## src/rtl/twi_regfile_pkg.sv

```systemverilog
package twi_regfile_pkg;
  typedef enum logic [2:0] {ST_IDLE, ST_RX, ST_ACK, ST_TX, ST_MACK} twi_state_e;
  typedef enum logic [1:0] {RX_ADDR, RX_PTR, RX_DATA} rx_kind_e;
endpackage

```

## src/rtl/twi_line_sync.sv

```systemverilog
module twi_line_sync #(
  parameter int STAGES = 2
) (
  input  logic clk,
  input  logic rst,
  input  logic scl_in,
  input  logic sda_in,
  output logic scl_s,
  output logic sda_s,
  output logic scl_rise,
  output logic scl_fall,
  output logic start_det,
  output logic stop_det
);
  logic [STAGES-1:0] scl_pipe, sda_pipe;
  logic scl_q, sda_q;

  always_ff @(posedge clk) begin
    if (rst) begin
      scl_pipe <= '1;
      sda_pipe <= '1;
      scl_q    <= 1'b1;
      sda_q    <= 1'b1;
    end else begin
      scl_pipe <= {scl_pipe[STAGES-2:0], scl_in};
      sda_pipe <= {sda_pipe[STAGES-2:0], sda_in};
      scl_q    <= scl_pipe[STAGES-1];
      sda_q    <= sda_pipe[STAGES-1];
    end
  end

  assign scl_s     = scl_pipe[STAGES-1];
  assign sda_s     = sda_pipe[STAGES-1];
  assign scl_rise  = scl_s & ~scl_q;
  assign scl_fall  = ~scl_s & scl_q;
  // SDA moving while SCL is steadily high is a bus condition, never data
  assign start_det = scl_s & scl_q & sda_q & ~sda_s;
  assign stop_det  = scl_s & scl_q & ~sda_q & sda_s;
endmodule

```

## src/rtl/twi_target_fsm.sv

```systemverilog
module twi_target_fsm
  import twi_regfile_pkg::*;
#(
  parameter int         DW        = 8,
  parameter int         PW        = 3,
  parameter int         SELW      = 2,
  parameter logic [6:0] BASE_ADDR = 7'b1011000
) (
  input  logic            clk,
  input  logic            rst,
  input  logic            scl_s,
  input  logic            sda_s,
  input  logic            scl_rise,
  input  logic            scl_fall,
  input  logic            start_det,
  input  logic            stop_det,
  input  logic [SELW-1:0] addr_sel,
  input  logic [DW-1:0]   rd_data,
  output logic [PW-1:0]   rd_addr,
  output logic            wr_en,
  output logic [PW-1:0]   wr_addr,
  output logic [DW-1:0]   wr_data,
  output logic            sda_drive_low
);
  localparam int CW = $clog2(DW + 1);
  localparam logic [CW-1:0] CNT_FULL = CW'(DW);
  localparam logic [CW-1:0] CNT_LAST = CW'(DW - 1);

  twi_state_e    state;
  rx_kind_e      kind;
  logic [CW-1:0] cnt;
  logic [DW-1:0] shreg;
  logic [PW-1:0] ptr;
  logic          rw, mack;
  logic [6:0]    dev_addr;

  assign dev_addr = {BASE_ADDR[6:SELW], addr_sel};
  assign rd_addr  = (state == ST_MACK) ? ptr + 1'b1 : ptr;

  always_ff @(posedge clk) begin
    if (rst) begin
      state         <= ST_IDLE;
      kind          <= RX_ADDR;
      cnt           <= '0;
      shreg         <= '0;
      ptr           <= '0;
      rw            <= 1'b0;
      mack          <= 1'b0;
      wr_en         <= 1'b0;
      wr_addr       <= '0;
      wr_data       <= '0;
      sda_drive_low <= 1'b0;
    end else begin
      wr_en <= 1'b0;
      if (stop_det) begin
        state         <= ST_IDLE;
        sda_drive_low <= 1'b0;
      end else if (start_det) begin
        state         <= ST_RX;
        kind          <= RX_ADDR;
        cnt           <= '0;
        sda_drive_low <= 1'b0;
      end else begin
        case (state)
          ST_RX: begin
            if (scl_rise) begin
              shreg <= {shreg[DW-2:0], sda_s};
              cnt   <= cnt + 1'b1;
            end else if (scl_fall && cnt == CNT_FULL) begin
              // full byte received: act on it and drive the acknowledge
              case (kind)
                RX_ADDR: begin
                  if (shreg[DW-1:1] == dev_addr) begin
                    rw            <= shreg[0];
                    sda_drive_low <= 1'b1;
                    state         <= ST_ACK;
                  end else begin
                    state <= ST_IDLE;
                  end
                end
                RX_PTR: begin
                  ptr           <= shreg[PW-1:0];
                  sda_drive_low <= 1'b1;
                  state         <= ST_ACK;
                end
                default: begin
                  wr_en         <= 1'b1;
                  wr_addr       <= ptr;
                  wr_data       <= shreg;
                  ptr           <= ptr + 1'b1;
                  sda_drive_low <= 1'b1;
                  state         <= ST_ACK;
                end
              endcase
            end
          end
          ST_ACK: begin
            if (scl_fall) begin
              cnt <= '0;
              if (kind == RX_ADDR && rw) begin
                shreg         <= rd_data;
                sda_drive_low <= ~rd_data[DW-1];
                state         <= ST_TX;
              end else begin
                sda_drive_low <= 1'b0;
                state         <= ST_RX;
                kind          <= (kind == RX_ADDR) ? RX_PTR : RX_DATA;
              end
            end
          end
          ST_TX: begin
            if (scl_fall) begin
              if (cnt == CNT_LAST) begin
                sda_drive_low <= 1'b0;
                state         <= ST_MACK;
              end else begin
                shreg         <= {shreg[DW-2:0], 1'b0};
                sda_drive_low <= ~shreg[DW-2];
                cnt           <= cnt + 1'b1;
              end
            end
          end
          ST_MACK: begin
            if (scl_rise) begin
              mack <= ~sda_s;
            end else if (scl_fall) begin
              if (mack) begin
                ptr           <= ptr + 1'b1;
                shreg         <= rd_data;
                sda_drive_low <= ~rd_data[DW-1];
                cnt           <= '0;
                state         <= ST_TX;
              end else begin
                state <= ST_IDLE;
              end
            end
          end
          default: ;
        endcase
      end
    end
  end

  // the drive only moves during SCL low, apart from a bus condition release
  assert_drv_scl_low_R5: assert property (@(posedge clk) disable iff (rst)
    (sda_drive_low != $past(sda_drive_low)) |->
      (!$past(scl_s) || $past(start_det) || $past(stop_det)));

  assert_stop_idle_R2: assert property (@(posedge clk) disable iff (rst)
    stop_det |=> (state == ST_IDLE && !sda_drive_low));

  assert_start_addr_R2: assert property (@(posedge clk) disable iff (rst)
    (start_det && !stop_det) |=> (state == ST_RX && kind == RX_ADDR && cnt == '0));

  assert_idle_released_R11: assert property (@(posedge clk) disable iff (rst)
    (state == ST_IDLE) |-> !sda_drive_low);

  assert_commit_clean_R9: assert property (@(posedge clk) disable iff (rst)
    wr_en |-> (!$past(start_det) && !$past(stop_det)));
endmodule

```

## src/rtl/twi_reg_bank.sv

```systemverilog
module twi_reg_bank #(
  parameter int NREG = 8,
  parameter int DW   = 8,
  parameter int PW   = $clog2(NREG)
) (
  input  logic               clk,
  input  logic               rst,
  input  logic               we,
  input  logic [PW-1:0]      waddr,
  input  logic [DW-1:0]      wdata,
  input  logic [PW-1:0]      raddr,
  output logic [DW-1:0]      rdata,
  output logic [NREG*DW-1:0] regs_flat
);
  logic [DW-1:0] mem [NREG];

  always_ff @(posedge clk) begin
    if (rst) begin
      for (int k = 0; k < NREG; k++) mem[k] <= '0;
    end else if (we) begin
      mem[waddr] <= wdata;
    end
  end

  assign rdata = mem[raddr];

  for (genvar g = 0; g < NREG; g++) begin : g_flat
    assign regs_flat[g*DW +: DW] = mem[g];
  end

  assert_write_lands_R7: assert property (@(posedge clk) disable iff (rst)
    we |=> (mem[$past(waddr)] == $past(wdata)));
endmodule

```

## src/rtl/twi_regfile.sv

```systemverilog
module twi_regfile #(
  parameter int         NREG        = 8,
  parameter int         DW          = 8,
  parameter int         SELW        = 2,
  parameter logic [6:0] BASE_ADDR   = 7'b1011000,
  parameter int         SYNC_STAGES = 2
) (
  input  logic               clk,
  input  logic               rst,
  input  logic               scl_in,
  input  logic               sda_in,
  input  logic [SELW-1:0]    addr_sel,
  output logic               sda_drive_low,
  output logic [NREG*DW-1:0] regs_out
);
  localparam int PW = $clog2(NREG);

  logic scl_s, sda_s, scl_rise, scl_fall, start_det, stop_det;
  logic wr_en;
  logic [PW-1:0] wr_addr, rd_addr;
  logic [DW-1:0] wr_data, rd_data;

  twi_line_sync #(.STAGES(SYNC_STAGES)) u_sync (
    .clk(clk), .rst(rst), .scl_in(scl_in), .sda_in(sda_in),
    .scl_s(scl_s), .sda_s(sda_s), .scl_rise(scl_rise), .scl_fall(scl_fall),
    .start_det(start_det), .stop_det(stop_det)
  );

  twi_target_fsm #(.DW(DW), .PW(PW), .SELW(SELW), .BASE_ADDR(BASE_ADDR)) u_fsm (
    .clk(clk), .rst(rst), .scl_s(scl_s), .sda_s(sda_s),
    .scl_rise(scl_rise), .scl_fall(scl_fall),
    .start_det(start_det), .stop_det(stop_det), .addr_sel(addr_sel),
    .rd_data(rd_data), .rd_addr(rd_addr), .wr_en(wr_en),
    .wr_addr(wr_addr), .wr_data(wr_data), .sda_drive_low(sda_drive_low)
  );

  twi_reg_bank #(.NREG(NREG), .DW(DW), .PW(PW)) u_bank (
    .clk(clk), .rst(rst), .we(wr_en), .waddr(wr_addr), .wdata(wr_data),
    .raddr(rd_addr), .rdata(rd_data), .regs_flat(regs_out)
  );
endmodule

```

## config.mk

```make
export PLATFORM = sky130hd
export DESIGN_NAME = twi_regfile
export DESIGN_NICKNAME = d
export VERILOG_FILES = /design/src/rtl/twi_regfile_pkg.sv /design/src/rtl/twi_line_sync.sv /design/src/rtl/twi_target_fsm.sv /design/src/rtl/twi_reg_bank.sv /design/src/rtl/twi_regfile.sv
export SDC_FILE = /design/constraint.sdc
export NUM_CORES = 1
export LEC_CHECK = 0
export BUFFER_PORTS_ARGS = -buffer_cell sky130_fd_sc_hd__clkbuf_2
export CAP_MARGIN = 20
export CORE_MARGIN = 3
export CORE_UTILIZATION = 47
export DETAILED_ROUTE_END_ITERATION = 8
export MAX_ROUTING_LAYER = met4
export PLACE_DENSITY = 0.78
export SYNTH_ARGS = -nofsm -noshare
export SYNTH_HDL_FRONTEND = slang
export SYNTH_SLANG_ARGS = --single-unit
```

## constraint.sdc

```tcl
create_clock -name clk -period 3.7 [get_ports clk]
set_input_delay 0.74 -clock clk [delete_from_list [all_inputs] [get_ports clk]]
set_output_delay 0.74 -clock clk [all_outputs]
set_load 0.005 [all_outputs]
```

==> results of run 1 <==
-- stage by stage --
| stage | worst slack (ps) | utilization | hold WS, ps |
|---|---|---|---|
| 2_1_floorplan | 1380 | - | 389 |
| 3_3_place_gp | 1320 | 0.523 | 395 |
| 5_1_grt | 1170 | 0.548 | 424 |
| 3_5_place_dp | 1230 | 0.523 | 396 |
| 6_report | 1250 | 0.548 | 410 |
| 4_1_cts | 1270 | 0.548 | 413 |
-- synth_stat cells (all sizes together), types with 11 or more instances --
| master | number | share of area |
|---|---|---|
| edfxtp | 64 | 0.34 |
| clkbuf | 11 | 0.0074 |
| and2 | 64 | 0.072 |
| buf | 16 | 0.018 |
| nand2 | 36 | 0.024 |
| nand3 | 13 | 0.012 |
| mux2i | 17 | 0.031 |
| nand3b | 14 | 0.019 |
| or2 | 18 | 0.020 |
| mux4 | 28 | 0.11 |
| a21oi | 24 | 0.022 |
| nor2 | 40 | 0.027 |
| dfxtp | 41 | 0.15 |
-- report_power, final --
group	internal [mW]	switching, mW
Clock	0.492	0.468
Sequential	1.27	0.0332
Combinational	0.0485	0.0550
-- cell type report --
cell class / instances / area [um^2] / area share
timing repair buffer: 77 / 403 / 0.0638
clock inverter: 6 / 56.3 / 0.00892
multi-input combinational: 351 / 2670 / 0.424
sequential: 105 / 2740 / 0.435
clock buffer: 10 / 239 / 0.0379
inverter: 5 / 18.8 / 0.00297
tap: 143 / 179 / 0.0283
-- how the worst min path moves through the flow --
| stage | from | to | slack (ps) |
|---|---|---|---|
| 2_1_floorplan | u_sync.scl_pipe[0] | u_sync.scl_pipe[1] | 390 |
| 3_3_place_gp | u_sync.scl_pipe[0] | u_sync.scl_pipe[1] | 390 |
| 3_5_place_dp | u_sync.sda_pipe[0] | u_sync.sda_pipe[1] | 400 |
| 4_1_cts | u_sync.sda_pipe[0] | u_sync.sda_pipe[1] | 410 |
| 5_1_grt | u_sync.sda_pipe[0] | u_sync.sda_pipe[1] | 420 |
| 6_report | u_sync.sda_pipe[0] | u_sync.sda_pipe[1] | 410 |
-- logic make-up (layout without fill, tap and decap cells) --
| kind of cell | Yosys count | after routing | synth area share |
|---|---|---|---|
| AND/OR/NAND/NOR | 227 | 227 | 0.227 |
| AO/OA/AOI/OAI | 68 | 68 | 0.0895 |
| adder cells (fa/ha/maj) | 3 | 3 | 0.00673 |
| XOR/XNOR | 8 | 8 | 0.0126 |
| flip-flops | 105 | 105 | 0.492 |
| multiplexers | 45 | 45 | 0.144 |
| buffers and inverters | 32 | 98 | 0.0285 |
-- routing by layer --
metal | wire, um | track usage
met5 | 0 | -
met1 | 6220 | 0.314
met4 | 447 | 0.0908
met2 | 7450 | 0.377
met3 | 1150 | 0.0579
-- sequential cells by signal, summed over array words and instances (netlist names) --
register / cells
u_bank.mem: 64
u_fsm.shreg: 8
u_fsm.wr_data: 8
u_fsm.cnt: 4
u_fsm.ptr: 3
u_fsm.state: 3
u_fsm.wr_addr: 3
u_fsm.kind: 2
u_sync.scl_pipe: 2
u_sync.sda_pipe: 2
u_fsm.mack: 1
u_fsm.rw: 1
u_fsm.sda_drive_low: 1
u_fsm.wr_en: 1
u_sync.scl_q: 1
u_sync.sda_q: 1
-- worst max-delay path: stages (launching register included) --
cell,delay [ps]
sky130_fd_sc_hd__dfxtp_2,330
sky130_fd_sc_hd__ha_1,550
sky130_fd_sc_hd__buf_4,370
sky130_fd_sc_hd__mux4_2,530
sky130_fd_sc_hd__mux2i_1,290
sky130_fd_sc_hd__a32o_1,190
sky130_fd_sc_hd__o31ai_1,70
==> qor.log, run 1 <==
qor: run_status.outcome completed
qor: global_route.via_count_of_the_first_global_routing_pass 4,242
qor: sta.timing.setup.tns 0 ps
qor: cells_and_area.post_synthesis_to_final_layout_area_growth 13.2%
qor: place.numPortBuffers 70
qor: sta.clock_skew 8.08 ps
qor: synth.syn-num-nets 497
qor: cells_and_area.layout.cells.most_common sky130_fd_sc_hd__clkbuf_2
qor: global_route.grt_antenna_before_repair 0
qor: sta.finalHoldViolCount 0
qor: sta.maxSlewHeadroom 0.409
qor: synth.flip_flop_and_latch_count_after_synthesis 105
qor: floorplanning.starting_density 0.484
qor: global_route.grt-ovfl-total 0
qor: cells_and_area.diodes 0
qor: critical_path.r2r.worst_path.cells 6
qor: sta.period_minus_slack 2450 ps
qor: drt.drc 0
qor: place.routabilityCongestion 0.907
qor: sta.fmax 0.408 GHz
qor: global_route.grt_max_degree 39
qor: critical_path.crit_fanout 13
qor: global_route.grt_use_total 0.244
qor: global_route.wire_length_of_the_first_global_routing_pass 23,600 um
qor: cells_and_area.fillerInstances 1,007
qor: pwr.p_leak 2.34 nW
qor: cells_and_area.stdcell_area 0.00631 mm^2
qor: synth.postSynth.asyncResetShare 0
qor: drt.routed_via_density 6.17
qor: synth.syn_area 0.00558 mm^2
qor: floorplanning.boundaryPins 71
qor: cts.postCtsSetupBuffers 0
qor: cts.h-tree-depth 3
qor: pwr.totalPowerFinal 2.36 mW
qor: critical_path.timing_worst_setup_path_type reg -> reg
qor: synth.ys.flop_type sky130_fd_sc_hd__edfxtp_1
qor: sta.slew_viol_final 0
qor: sta.worst_pin_slew 880 ps
qor: pwr.peak_supply_drop 0.452 mV
qor: drt.number_of_vias_after_detailed_routing 4,299
qor: cts.clockBufferDepth 2
qor: cells_and_area.finish.net_count 558
qor: cts.cts.sink_count 105
qor: critical_path.rr_endpoint u_fsm.shreg[3]
qor: drt.routed_wirelength 15,300 um
qor: drt.wl_per_instance 21.9 um
qor: floorplanning.die-area 0.0132 mm^2
qor: synth.ys_types 57
qor: cells_and_area.final_cell_mix sky130_fd_sc_hd__clkbuf_2 (70), sky130_fd_sc_hd__and2_1 (64), sky130_fd_sc_hd__edfxtp_1 (64), sky130_fd_sc_hd__nor2_1 (40), sky130_fd_sc_hd__dfxtp_1 (40)
qor: cts.cts-root-buf sky130_fd_sc_hd__clkbuf_16
qor: job.maxCapViolations 0
qor: drt.detailedRoute.firstPassIterationCount 6
qor: synth.synth_sequential_area_ratio 0.492
qor: sta.part_of_the_cycle_the_worst_path_needs 0.662
qor: synth.avgSynthCellArea 11.4 um^2
qor: synth.post_synth_inst_count 488
qor: cells_and_area.layout-drive-gt1-share 0.273
qor: cts.tritoncts_clock_tree yes
qor: critical_path.setup.reg_to_reg.worst_slack 1250 ps
qor: synth.number_of_synthesized_flops_with_an_enable_pin 64
qor: critical_path.setup.worst_path.start u_fsm.ptr[0]
qor: critical_path.timing.critical_path.to u_fsm.shreg[3]
qor: floorplanning.floorplan.die.height 115 um
qor: sta.setup_violations 0
qor: critical_path.nature_of_the_critical_path_endpoint flop
qor: cts.post_cts_gate_resize_count 0
qor: floorplanning.placeableCoreArea 0.0115 mm^2
qor: critical_path.crit_required 3930 ps
qor: critical_path.cp-start-kind flop
qor: worst_hold_path.hp-class reg -> reg
qor: cts.clk_pin_slew 70 ps
qor: cts.clock_latency 360 ps
qor: floorplanning.placement_rows 39
qor: worst_hold_path.worst_hold_path.num_cells 1
qor: synth.ys_warn_count 0
qor: sta.rsz_0062_raised_after_global_routing no
qor: critical_path.reg2reg_from u_fsm.ptr[0]
qor: floorplanning.dieWidth 115 um
qor: place.dp_cells 681
qor: cts.cts-buffers-inserted 9
qor: cells_and_area.final-instance-count-excl-fill 697
qor: critical_path.signal_arrival_time_at_the_worst_endpoint 2680 ps
qor: place.detailedPlacementHpwl 10,800 um
qor: drt.drt_iter0_drc 480
qor: cts.cts_hold_buf 0
qor: place.dpl-instance-area 0.00602 mm^2
qor: drt.postRouteAntennaNets 0
qor: pwr.power.density_cell_area 374 mW/mm^2
(Power assumes the default switching activity.)
==> run 2: changes to the inputs <==
Settings changed: PLACE_DENSITY 0.78 to 0.81.
Clock period 3.7 ns to 2.1 ns, I/O delays scaled along.
==> run 2 against run 1 <==
  * Worst hold slack worse by 170 ps
  * Routed wire length is 0.97% higher
  * Non-clock buffer count up 29
  * Combinational power grew 95%
  * Final cell count rose by 4.2%
  * Clock skew up 6.4 ps
  * Highest routed layer unchanged
==> qor.log, run 2 (same netlist as run 1, synthesis figures left out) <==
qor: critical_path.crit_fanout 10 [-3]
qor: sta.clock_skew 14.5 ps [+6.43 ps]
qor: cts.h-tree-depth 3 [unchanged]
qor: global_route.wire_length_of_the_first_global_routing_pass 23,700 um [+0.58%]
qor: sta.part_of_the_cycle_the_worst_path_needs 0.992 [+0.330]
qor: sta.slew_viol_final 0 [unchanged]
qor: sta.period_minus_slack 2080 ps [-367 ps]
qor: job.maxCapViolations 0 [unchanged]
qor: critical_path.timing_worst_setup_path_type reg -> reg
qor: cts.tritoncts_clock_tree yes
qor: sta.worst_slack 17.5 ps [-1230 ps]
qor: worst_hold_path.hp-class in -> reg
qor: sta.finalHoldViolCount 0 [unchanged]
qor: drt.number_of_vias_after_detailed_routing 4,498 [+4.6%]
qor: critical_path.cpMaxStageDelayCell sky130_fd_sc_hd__nor2_1
qor: floorplanning.boundaryPins 71 [unchanged]
qor: drt.drc 0 [unchanged]
qor: global_route.grt_use_total 0.241 [-0.00259]
qor: cts.cts_hold_buf 0 [unchanged]
qor: sta.worst_pin_slew 644 ps [-236 ps]
qor: place.routabilityCongestion 0.946 [+4.3%]
qor: sta.rsz_0062_raised_after_global_routing yes
qor: floorplanning.placeableCoreArea 0.0115 mm^2 [unchanged]
qor: global_route.grt_antenna_before_repair 0 [unchanged]
qor: cells_and_area.layout.cells.most_common sky130_fd_sc_hd__clkbuf_2
qor: pwr.totalPowerFinal 4.25 mW [+80%]
qor: place.numPortBuffers 70 [unchanged]
qor: cts.cts-buffers-inserted 9 [unchanged]
qor: cells_and_area.largest_registers u_bank.mem: 64 flops, u_fsm.shreg: 8 flops, u_fsm.wr_data: 8 flops
qor: cells_and_area.layout-drive-gt1-share 0.324 [+0.0516]
qor: cts.cts.sink_count 105 [unchanged]
qor: drt.routed_wirelength 15,400 um [+0.97%]
qor: cells_and_area.post_synthesis_to_final_layout_area_growth 18.9%
qor: cts.cts-root-buf sky130_fd_sc_hd__clkbuf_16
qor: sta.setup_violations 0 [unchanged]
qor: critical_path.signal_arrival_time_at_the_worst_endpoint 2300 ps [-380 ps]
qor: cts.clk_pin_slew 80 ps [about the same]
qor: critical_path.nature_of_the_critical_path_endpoint flop
qor: critical_path.cp-start-kind flop
qor: floorplanning.dieWidth 115 um [unchanged]
qor: cells_and_area.largest_register_ff_count 64 [unchanged]
qor: critical_path.crit_required 2310 ps [-1620 ps]
qor: cells_and_area.diodes 0 [unchanged]
qor: place.dpl-instance-area 0.00625 mm^2 [+3.9%]
qor: drt.detailedRoute.firstPassIterationCount 5 [-1]
qor: cells_and_area.final-instance-count-excl-fill 726 [+4.2%]
qor: cts.clock_latency 350 ps [about the same]
qor: floorplanning.floorplan.die.height 115 um [unchanged]
qor: run_status.outcome completed
qor: drt.routed_via_density 6.20 [+0.45%]
qor: critical_path.timing.critical_path.slowest_cell_delay 520 ps [-30 ps]
qor: place.detailedPlace.worstSlack 8.23 ps [-1220 ps]
qor: floorplanning.starting_density 0.484 [unchanged]
qor: cts.clockBufferDepth 2 [unchanged]
qor: floorplanning.die-area 0.0132 mm^2 [unchanged]
qor: place.detailedPlacementHpwl 10,900 um [+1.2%]
qor: drt.postRouteAntennaNets 0 [unchanged]
qor: pwr.power.density_cell_area 640 mW/mm^2 [+71%]
qor: sta.fmax 0.480 GHz [+18%]
qor: cells_and_area.finish.net_count 587 [+5.2%]
qor: global_route.grt-ovfl-total 0 [unchanged]
qor: global_route.via_count_of_the_first_global_routing_pass 4,342 [+2.4%]
qor: sta.maxSlewHeadroom 0.569 [+0.160]
qor: pwr.peak_supply_drop 0.420 mV [-7.1%]
qor: global_route.grt_max_degree 43 [+10%]
qor: pwr.p_leak 2.51 nW [+6.9%]
qor: drt.drt_iter0_drc 477 [-0.63%]
qor: critical_path.crit_path_cell_trace buf_4 > nor2b_1 > a21oi_1 > nor2_1 > a32o_1 > o31ai_1
qor: place.dp_cells 707 [+3.8%]
qor: cells_and_area.stdcell_area 0.00663 mm^2 [+5.0%]
qor: drt.wl_per_instance 21.2 um [-3.1%]
qor: floorplanning.placement_rows 39 [unchanged]
qor: cells_and_area.final_cell_mix sky130_fd_sc_hd__clkbuf_2 (70), sky130_fd_sc_hd__and2_1 (64), sky130_fd_sc_hd__edfxtp_1 (64), sky130_fd_sc_hd__nor2_1 (40), sky130_fd_sc_hd__dfxtp_1 (38)
qor: cells_and_area.largest_register u_bank.mem
[run 2: report_power, final]
part	total (mW)	switching [mW]	leakage [nW]	internal (mW)
registers	2.28	0.0496	0.994	2.23
clock network	1.77	0.817	0.146	0.948
logic	0.201	0.108	1.37	0.0929
total	4.25	0.975	2.51	3.27
[run 2: routing by layer]
| layer | global-route usage | routed length [um] | vias to the layer above |
|---|---|---|---|
| met4 | 0.0822 | 363 | 0 |
| met5 | - | 0 | - |
| li1 | - | - | 1984 |
| met2 | 0.385 | 7730 | 267 |
| met1 | 0.318 | 6130 | 2210 |
| met3 | 0.0337 | 1200 | 37 |
[run 2: worst max-delay path: cells and delay by family, from the launching register on]
kind            cells  cell delay [ps]
buf+inv             1              200
compound gates      3              590
simple gates        2              800
flops               1              360
[run 2: worst paths after layout]
| path | from | to | slack (ps) | cells past startpoint |
|---|---|---|---|---|
| hold reg to reg | u_sync.sda_pipe[0] | u_sync.sda_pipe[1] | 410 | 1 |
| hold / removal | sda_in | u_sync.sda_pipe[0] | 240 | 2 |
| setup reg to reg | u_fsm.state[1] | u_fsm.shreg[3] | 20 | 6 |
| setup / recovery | u_fsm.state[1] | u_fsm.shreg[3] | 20 | 6 |
[run 2: cell type report]
type,instances,area [um^2]
Tap cell,143,179
Clock inverter,7,82.6
Multi-Input combinational cell,351,2720
Clock buffer,9,225
Fill cell,902,4890
Sequential cell,105,2750
Inverter,5,18.8
Timing Repair Buffer,106,662
[run 2: timing repair]
| action | CTS | global route |
|---|---|---|
| gates resized for setup | 1 | 9 |
| endpoints found under the setup margin | 1 | 17 |
| buffers inserted | 0 | 3 |
| pin swaps | 0 | 2 |
[run 2: stage by stage]
| stage | util | hold slack (ps) | setup TNS, ps |
|---|---|---|---|
| CTS | 0.570 | 242 | 0 |
| floorplan | - | 389 | 0 |
| finish | 0.576 | 245 | 0 |
| global placement | 0.543 | 394 | 0 |
| global route | 0.576 | 253 | -163 |
| detailed placement | 0.543 | 395 | 0 |
==> run 3: changes to the inputs <==
Settings changed: PLACE_DENSITY 0.81 to 0.78.
Clock period 2.1 ns to 2 ns, I/O delays scaled along.
==> run 3 against run 2 <==
  * Via count down 0.60%
  * Clock skew is 5.0 ps lower
  * Sequential power grew 5%
  * Die area did not move
  * Utilization rose by 0.37 points
  * Global-route usage fell by 0.44 points
  * Clock-buffer cell count stayed put
  * Worst hold slack got worse by 12 ps
  * First-iteration DRC count up 17%
  * Non-clock buffer count up 5
  * Setup slack better by 46 ps
  * Highest routed layer unchanged
  * Combinational power is 7% higher
==> qor.log, run 3 (same netlist as run 1, synthesis figures left out) <==
qor: cts.tritoncts_clock_tree yes
qor: floorplanning.placement_rows 39 [unchanged]
qor: cells_and_area.layout-drive-gt1-share 0.340 [+0.0160]
qor: floorplanning.boundaryPins 71 [unchanged]
qor: sta.fmax 0.516 GHz [+7.6%]
qor: sta.period_minus_slack 1940 ps [-146 ps]
qor: floorplanning.placeableCoreArea 0.0115 mm^2 [unchanged]
qor: floorplanning.dieWidth 115 um [unchanged]
qor: floorplanning.starting_density 0.484 [unchanged]
qor: critical_path.signal_arrival_time_at_the_worst_endpoint 2170 ps [-130 ps]
qor: cells_and_area.largest_register u_bank.mem
qor: cts.cts.sink_count 105 [unchanged]
qor: cts.cts-root-buf sky130_fd_sc_hd__clkbuf_16
qor: drt.routed_via_density 6.12 [-1.3%]
qor: drt.postRouteAntennaNets 0 [unchanged]
qor: drt.wl_per_instance 20.9 um [-1.5%]
qor: cells_and_area.post_synthesis_to_final_layout_area_growth 19.7%
qor: cts.h-tree-depth 3 [unchanged]
qor: cts.clk_pin_slew 80 ps [about the same]
qor: critical_path.nature_of_the_critical_path_endpoint flop
qor: global_route.grt-ovfl-total 0 [unchanged]
qor: sta.maxSlewHeadroom 0.700 [+0.131]
qor: worst_hold_path.worst_hold_startpoint sda_in
qor: sta.part_of_the_cycle_the_worst_path_needs 0.968 [-0.0236]
qor: place.dpl-instance-area 0.00628 mm^2 [+0.40%]
qor: drt.number_of_vias_after_detailed_routing 4,471 [-0.60%]
qor: sta.finalHoldViolCount 0 [unchanged]
qor: sta.setup_violations 0 [unchanged]
qor: critical_path.cp-start-kind flop
qor: sta.rsz_0062_raised_after_global_routing yes
qor: sta.clock_skew 9.52 ps [-4.99 ps]
qor: run_status.outcome completed
qor: drt.drt_iter0_drc 557 [+17%]
qor: drt.detailedRoute.firstPassIterationCount 5 [unchanged]
qor: place.dp_cells 712 [+0.71%]
qor: cells_and_area.diodes 0 [unchanged]
qor: global_route.grt_antenna_before_repair 0 [unchanged]
qor: cells_and_area.stdcell_area 0.00667 mm^2 [+0.64%]
qor: place.numPortBuffers 70 [unchanged]
qor: pwr.p_leak 2.53 nW [+1.0%]
qor: sta.timing.setup.tns 0 ps [unchanged]
qor: floorplanning.floorplan.die.height 115 um [unchanged]
qor: pwr.totalPowerFinal 4.35 mW [+2.4%]
qor: critical_path.crit_fanout 7 [-3]
qor: global_route.via_count_of_the_first_global_routing_pass 4,370 [+0.64%]
qor: critical_path.r2r.worst_path.cells 7 [+1]
qor: global_route.grt_use_total 0.237 [-0.00438]
qor: critical_path.crit_required 2230 ps [-80 ps]
qor: drt.drc 0 [unchanged]
qor: cells_and_area.finish.net_count 592 [+0.85%]
qor: job.maxCapViolations 0 [unchanged]
qor: sta.worst_pin_slew 448 ps [-196 ps]
qor: cts.clockBufferDepth 2 [unchanged]
qor: worst_hold_path.worst_hold_path.num_cells 2 [unchanged]
qor: worst_hold_path.hp-class in -> reg
qor: pwr.peak_supply_drop 0.369 mV [-12%]
qor: critical_path.setup.reg_to_reg.worst_slack 60 ps [+50 ps]
qor: sta.holdWs 232 ps [-12.4 ps]
qor: critical_path.rr_endpoint u_fsm.shreg[5]
qor: place.detailedPlacementHpwl 11,100 um [+1.5%]
qor: global_route.wire_length_of_the_first_global_routing_pass 23,300 um [-1.8%]
qor: cells_and_area.final-instance-count-excl-fill 731 [+0.69%]
qor: cts.cts_hold_buf 0 [unchanged]
qor: cells_and_area.layout.cells.most_common sky130_fd_sc_hd__clkbuf_2
qor: place.routabilityCongestion 0.890 [-6.0%]
qor: cts.clock_latency 350 ps [about the same]
qor: floorplanning.die-area 0.0132 mm^2 [unchanged]
qor: drt.routed_wirelength 15,300 um [-0.80%]
qor: cts.cts-buffers-inserted 9 [unchanged]
qor: cells_and_area.largest_register_ff_count 64 [unchanged]
qor: cells_and_area.largest_registers u_bank.mem: 64 flops, u_fsm.shreg: 8 flops, u_fsm.wr_data: 8 flops
qor: cells_and_area.final_cell_mix sky130_fd_sc_hd__clkbuf_2 (70), sky130_fd_sc_hd__and2_1 (64), sky130_fd_sc_hd__edfxtp_1 (64), sky130_fd_sc_hd__nor2_1 (40), sky130_fd_sc_hd__buf_4 (37)
qor: pwr.power.density_cell_area 652 mW/mm^2 [+1.8%]
qor: critical_path.reg2reg_from u_fsm.ptr[1]
qor: sta.slew_viol_final 0 [unchanged]
qor: worst_hold_path.hold_path_end u_sync.sda_pipe[0]
qor: critical_path.timing_worst_setup_path_type reg -> reg
qor: global_route.grt_max_degree 46 [+7.0%]
## run 3: changes by cell type in the layout (fill, tap and decap cells not counted), moves of 2 or more
cell / previous run / this run
sky130_fd_sc_hd__buf_4: 32 / 37
sky130_fd_sc_hd__nand2b_2: 0 / 2
sky130_fd_sc_hd__dfxtp_1: 38 / 36
sky130_fd_sc_hd__nand2b_1: 7 / 5
sky130_fd_sc_hd__dfxtp_2: 3 / 5
## run 3: layer usage
layer / vias up / global-route usage / wire length [um] / share of wire
met2: 253 / 0.382 / 7690 / 0.50
met1: 2172 / 0.302 / 5890 / 0.38
li1: 2000 / - / - / -
met4: 0 / 0.0947 / 444 / 0.029
met5: - / - / 0 / 0
met3: 46 / 0.0342 / 1270 / 0.083
## run 3: through the flow
stage / utilization / worst slack (ps)
finish: 0.579 / 63.9
global route: 0.579 / -37.7
CTS: 0.571 / 14.9
detailed placement: 0.545 / 2.61
global placement: 0.545 / 38.6
floorplan: - / 7.51
## run 3: cell type report
| cell class | instances | area (um^2) |
|---|---|---|
| fill | 934 | 4840 |
| sequential | 105 | 2750 |
| multi-input combinational | 351 | 2730 |
| timing repair buffer | 111 | 699 |
| clock buffer | 9 | 225 |
| tap | 143 | 179 |
| clock inverter | 7 | 68.8 |
| inverter | 5 | 18.8 |
## run 3: critical path, cell delays in order (launching register included)
cell and delay (ps):
sky130_fd_sc_hd__dfxtp_2 350, sky130_fd_sc_hd__ha_4 320, sky130_fd_sc_hd__buf_4 130, sky130_fd_sc_hd__buf_12 120, sky130_fd_sc_hd__mux4_2 480, sky130_fd_sc_hd__mux2i_1 170, sky130_fd_sc_hd__a32o_1 170, sky130_fd_sc_hd__o31ai_1 80
## run 3: what timing repair did
item / CTS / global route
pin swaps: 0 / 6
buffers inserted: 0 / 3
setup endpoints to repair: 5 / 24
endpoints found under the hold margin: 0 / 0
resized for setup: 2 / 20
## run 3: where the power goes
group	leakage (nW)	switching (mW)	internal, mW
Sequential	0.995	0.0485	2.34
Combinational	1.39	0.114	0.101
Clock	0.143	0.864	0.880
## run 3: worst max path at each step
stage | end | from | slack, ps
floorplan | u_fsm.shreg[7] | u_fsm.ptr[1] | 8
global placement | u_fsm.shreg[7] | u_fsm.ptr[0] | 40
detailed placement | u_fsm.shreg[7] | u_fsm.ptr[0] | 3
CTS | u_fsm.sda_drive_low | u_fsm.ptr[1] | 10
global route | u_fsm.sda_drive_low | u_fsm.ptr[0] | -40
finish | u_fsm.shreg[5] | u_fsm.ptr[1] | 60
